## config.mk

```make
export PLATFORM = sky130hd
export DESIGN_NAME = fault_tristate_ctl
export DESIGN_NICKNAME = d
export VERILOG_FILES = /design/src/rtl/fault_tristate_ctl.sv
export SDC_FILE = /design/constraint.sdc
export NUM_CORES = 1
export LEC_CHECK = 0
export CELL_PAD_IN_SITES_DETAIL_PLACEMENT = 1
export CELL_PAD_IN_SITES_GLOBAL_PLACEMENT = 2
export CORE_ASPECT_RATIO = 1.75
export CORE_MARGIN = 2
export CORE_UTILIZATION = 13
export CTS_CLUSTER_DIAMETER = 120
export CTS_CLUSTER_SIZE = 8
export DETAILED_ROUTE_END_ITERATION = 7
export GPL_TIMING_DRIVEN = 0
export PLACE_DENSITY = 0.78
export SYNTH_ARGS = -nofsm -noshare
export SYNTH_HDL_FRONTEND = slang
export SYNTH_SLANG_ARGS = --single-unit
```

## constraint.sdc

```tcl
create_clock -name clk -period 1.66 [get_ports clk]
set_clock_uncertainty 0.1 [all_clocks]
set_input_delay 0.498 -clock clk [delete_from_list [all_inputs] [get_ports clk]]
set_output_delay 0.498 -clock clk [all_outputs]
set_load 0.02 [all_outputs]
```

## src/rtl/fault_tristate_ctl.sv

```systemverilog
`timescale 1ns/1ps
module fault_tristate_ctl #(
  parameter bit ACTIVE_LEVEL = 1'b1
) (
  input  logic        clk,
  input  logic        por_n,
  input  logic        rst_n,
  input  logic        bus_we,
  input  logic [1:0]  bus_be,
  input  logic [15:0] bus_wdata,
  output logic [15:0] bus_rdata,
  input  logic [2:0]  flt_ext,
  input  logic        flt_hiz_req,
  input  logic        short_flag,
  input  logic        short_cmp_en,
  input  logic [11:0] pin_drv,
  output logic [11:0] pin_oe,
  output logic [5:0]  short_risk
);
  localparam int NPAIR = 6;
  localparam int NPIN  = 2 * NPAIR;

  logic [NPAIR-1:0] en_q;
  logic             locked;
  logic [NPAIR-1:0] en_wr;
  logic             upper_wr;
  logic             fault;
  logic [NPIN-1:0]  oe_d;
  logic             unused_bits;

  assign en_wr    = {bus_wdata[8], bus_wdata[9], bus_wdata[10],
                     bus_wdata[12], bus_wdata[13], bus_wdata[14]};
  assign upper_wr = bus_we & bus_be[1];
  assign unused_bits = ^{bus_wdata[15], bus_wdata[11], bus_wdata[7:0], bus_be[0]};

  always_ff @(posedge clk or negedge por_n) begin
    if (!por_n) begin
      en_q   <= '1;
      locked <= 1'b0;
    end else if (upper_wr && !locked) begin
      en_q   <= en_wr;
      locked <= 1'b1;
    end
  end

  assign bus_rdata = {1'b0, en_q[0], en_q[1], en_q[2],
                      1'b0, en_q[3], en_q[4], en_q[5], 8'h00};

  assign fault = (|flt_ext) | flt_hiz_req | (short_flag & short_cmp_en);

  for (genvar p = 0; p < NPAIR; p++) begin : g_pair
    assign oe_d[2*p+1:2*p] = {2{~(en_q[p] & fault)}};
    assign short_risk[p]   = en_q[p] & (pin_drv[2*p] == ACTIVE_LEVEL)
                                     & (pin_drv[2*p+1] == ACTIVE_LEVEL);
  end

  always_ff @(posedge clk or negedge rst_n) begin
    if (!rst_n) pin_oe <= '1;
    else        pin_oe <= oe_d;
  end
endmodule

```

==> insert_results.sql <==
INSERT INTO impl_metrics (metric_group, metric, value, unit) VALUES
('status', 'result_of_the_run', 'complete, but fails checks', ''),
('status', 'failed_checks', 'negative setup slack', ''),
('power_and_ir_drop', 'power.ir.vdd_worst', '385', 'uV'),
('synth', 'synth_area', '632', 'sq um'),
('hold_path', 'timing.hold.worst.class', 'reg -> reg', ''),
('layout', 'instances_no_fill', '175', ''),
('layout', 'ant_diodes', '0', ''),
('layout', 'finish.net_count', '164', ''),
('global_route', 'grt_overflow', '0', ''),
('clock_network', 'root_buffer_cell', 'sky130_fd_sc_hd__clkbuf_8', ''),
('clock_network', 'cts.sinks', '13', ''),
('synth', 'ys_ff_latch', '13', ''),
('timing', 'timing.setup.tns', '-58.2', 'ps'),
('hold_path', 'min_path_cells', '1', ''),
('setup_path', 'worst_r2r_path_depth', '3', ''),
('setup_path', 'cp_top_family', 'flip-flops', ''),
('setup_path', 'critical-path-slowest-cell', 'sky130_fd_sc_hd__dfstp_2', ''),
('setup_path', 'worstSetupPathDepth', '2', ''),
('place', 'gp_congestion', '0.717', ''),
('synth', 'synth_largest_type_area_fraction', '0.499', ''),
('global_route', 'via_count_of_the_first_global_routing_pass', '685', ''),
('die', 'chipWidth', '56.7', 'um'),
('power_and_ir_drop', 'total_power', '1190', 'uW'),
('die', 'core.rowCount', '33', ''),
('layout', 'final_design_area_excluding_fillers', '1320', 'sq um'),
('layout', 'layout_commonest_cell', 'sky130_fd_sc_hd__buf_4', ''),
('clock_network', 'worst_setup_hold_path_clk_slew', '50', 'ps'),
('timing', 'setup_repair_after_global_routing_missed_its_margin', 'yes', ''),
('timing', 'hold_slack', '353', 'ps'),
('layout', 'post_route_cells_drive_above_1_share', '0.569', ''),
('detailed_routing', 'detail_route.iter0.violations', '8', ''),
('run', 'maxCapViolCount', '0', ''),
('die', 'io-pin-count', '74', ''),
('layout', 'areaGrowthSynthToFinish', '108', '%'),
('synth', 'post_synth_num_cell_types', '12', ''),
('global_route', 'antenna_found_initial', '0', ''),
('place', 'placed_cells_incl_taps', '165', ''),
('clock_network', 'clock_latency_of_the_later_clocked_register_in_the_worst_skew_pair', '230', 'ps'),
('layout', 'multi_input_area', '230', 'sq um'),
('timing', 'hold_violations', '0', ''),
('detailed_routing', 'residual_drc', '0', ''),
('detailed_routing', 'dr.pass1.iters', '2', ''),
('setup_path', 'crit_buf_inv', '1', ''),
('global_route', 'grt_pass1_wl', '3330', 'um'),
('timing', 'achievable_frequency', '594', 'MHz'),
('global_route', 'largest_net_degree_at_the_start_of_global_routing', '8', ''),
('die', 'fp.dieArea', '5460', 'sq um'),
('timing', 'finalSetupViolations', '4', ''),
('die', 'core_region_area', '4670', 'sq um'),
('place', 'io_buffers', '52', ''),
('timing', 'final-max-slew-violation-count', '0', ''),
('setup_path', 'setup.worst_path.class', 'reg -> out', ''),
('detailed_routing', 'wirelength', '2160', 'um'),
('timing', 'post-route-worst-setup-slack', '-22.2', 'ps'),
('clock_network', 'cts_tree', 'built', ''),
('clock_network', 'max-clock-path-buffers', '2', ''),
('detailed_routing', 'via_count', '629', ''),
('setup_path', 'arrival', '1080', 'ps'),
('synth', 'netlist.top_cell.by_area', 'sky130_fd_sc_hd__dfstp_2', ''),
('clock_network', 'htree_num_levels', '1', ''),
('synth', 'synthTopCellsByArea', 'sky130_fd_sc_hd__dfstp_2 (50%), sky130_fd_sc_hd__buf_4 (19%), sky130_fd_sc_hd__and3_1 (5.9%)', ''),
('synth', 'synthesis.instances', '52', ''),
('layout', 'layout.area.seq', '340', 'sq um'),
('synth', 'postSynthAreaPerCell', '12.2', 'sq um'),
('setup_path', 'setup.worst_path.end_class', 'output pin', ''),
('die', 'die-height', '96.2', 'um'),
('layout', 'final.fill_count', '537', ''),
('die', 'initial_core_util', '0.135', ''),
('detailed_routing', 'ant_nets', '0', ''),
('power_and_ir_drop', 'powerDensity', '906', 'nW/um^2'),
('setup_path', 'critical_path.max_stage_delay', '560', 'ps');
-- through the flow --
step	worst slack, ps	util
2_1_floorplan	206	-
3_3_place_gp	-639	0.268
6_report	-22.2	0.282
3_5_place_dp	-664	0.268
5_1_grt	-64.9	0.282
4_1_cts	-40.7	0.276
-- layout make-up --
cell class / instances / share of cell area
timing repair buffer: 58 / 0.391
sequential: 13 / 0.259
multi-input combinational: 32 / 0.175
buffer: 16 / 0.0913
tap: 52 / 0.0495
clock buffer: 4 / 0.0343
-- cell families after synthesis --
group	Yosys count	synth area share
compound gates	7	0.0594
other cells	1	0.00593
mux	6	0.107
buf+inv	16	0.190
flops	13	0.539
simple gates	9	0.0990
-- final timing paths --
| check | startpoint | end | slack (ps) |
|---|---|---|---|
| max | en_q[4] | short_risk[4] | -20 |
| min | locked | locked | 350 |
| max reg2reg | locked | en_q[3] | 480 |
| min reg2reg | locked | locked | 350 |
| max in group asynchronous | por_n | en_q[1] | 750 |
| min in group asynchronous | por_n | locked | 430 |
-- state kept, by name (all words and copies together) (netlist names) --
signal	cells
locked	1
pin_oe	6
en_q	6
-- cells in the mapped netlist --
master and n:
sky130_fd_sc_hd__a21o_1 1, sky130_fd_sc_hd__and2_1 1, sky130_fd_sc_hd__and3_1 6, sky130_fd_sc_hd__buf_4 16
sky130_fd_sc_hd__conb_1 1, sky130_fd_sc_hd__dfrtp_1 1, sky130_fd_sc_hd__dfstp_2 12, sky130_fd_sc_hd__mux2_1 3
sky130_fd_sc_hd__mux2_2 3, sky130_fd_sc_hd__nand3b_1 1, sky130_fd_sc_hd__o21ai_1 6, sky130_fd_sc_hd__or4_4 1
-- what timing repair did --
action                                  in CTS  in global routing
resized for setup                          118                  4
setup buffers                                3                  3
pin swaps                                    5                  3
hold buffers                                 0                  0
gates cloned                                 0                  0
endpoints found under the setup margin      24                  9
-- worst reg2reg max path: cells and delay by family (launching register included) --
kind | cells | cell delay (ps)
DFF | 1 | 370
muxes | 1 | 320
buffers and inverters | 1 | 170
and+or+nand+nor | 1 | 150
-- report_power, final --
group / internal (uW) / switching [uW] / total [uW]
clock: 169 / 98.6 / 267
sequential: 409 / 41.9 / 451
combinational: 248 / 225 / 473
-- per-layer routing --
metal  up-vias  track usage  routed length, um
met2        43        0.158               1230
met5         -            0                  0
met1       290       0.0808                701
met4         0       0.0179                  8
li1        294            -                  -
met3         2       0.0148                214
Power figures use the tool's default switching activity.
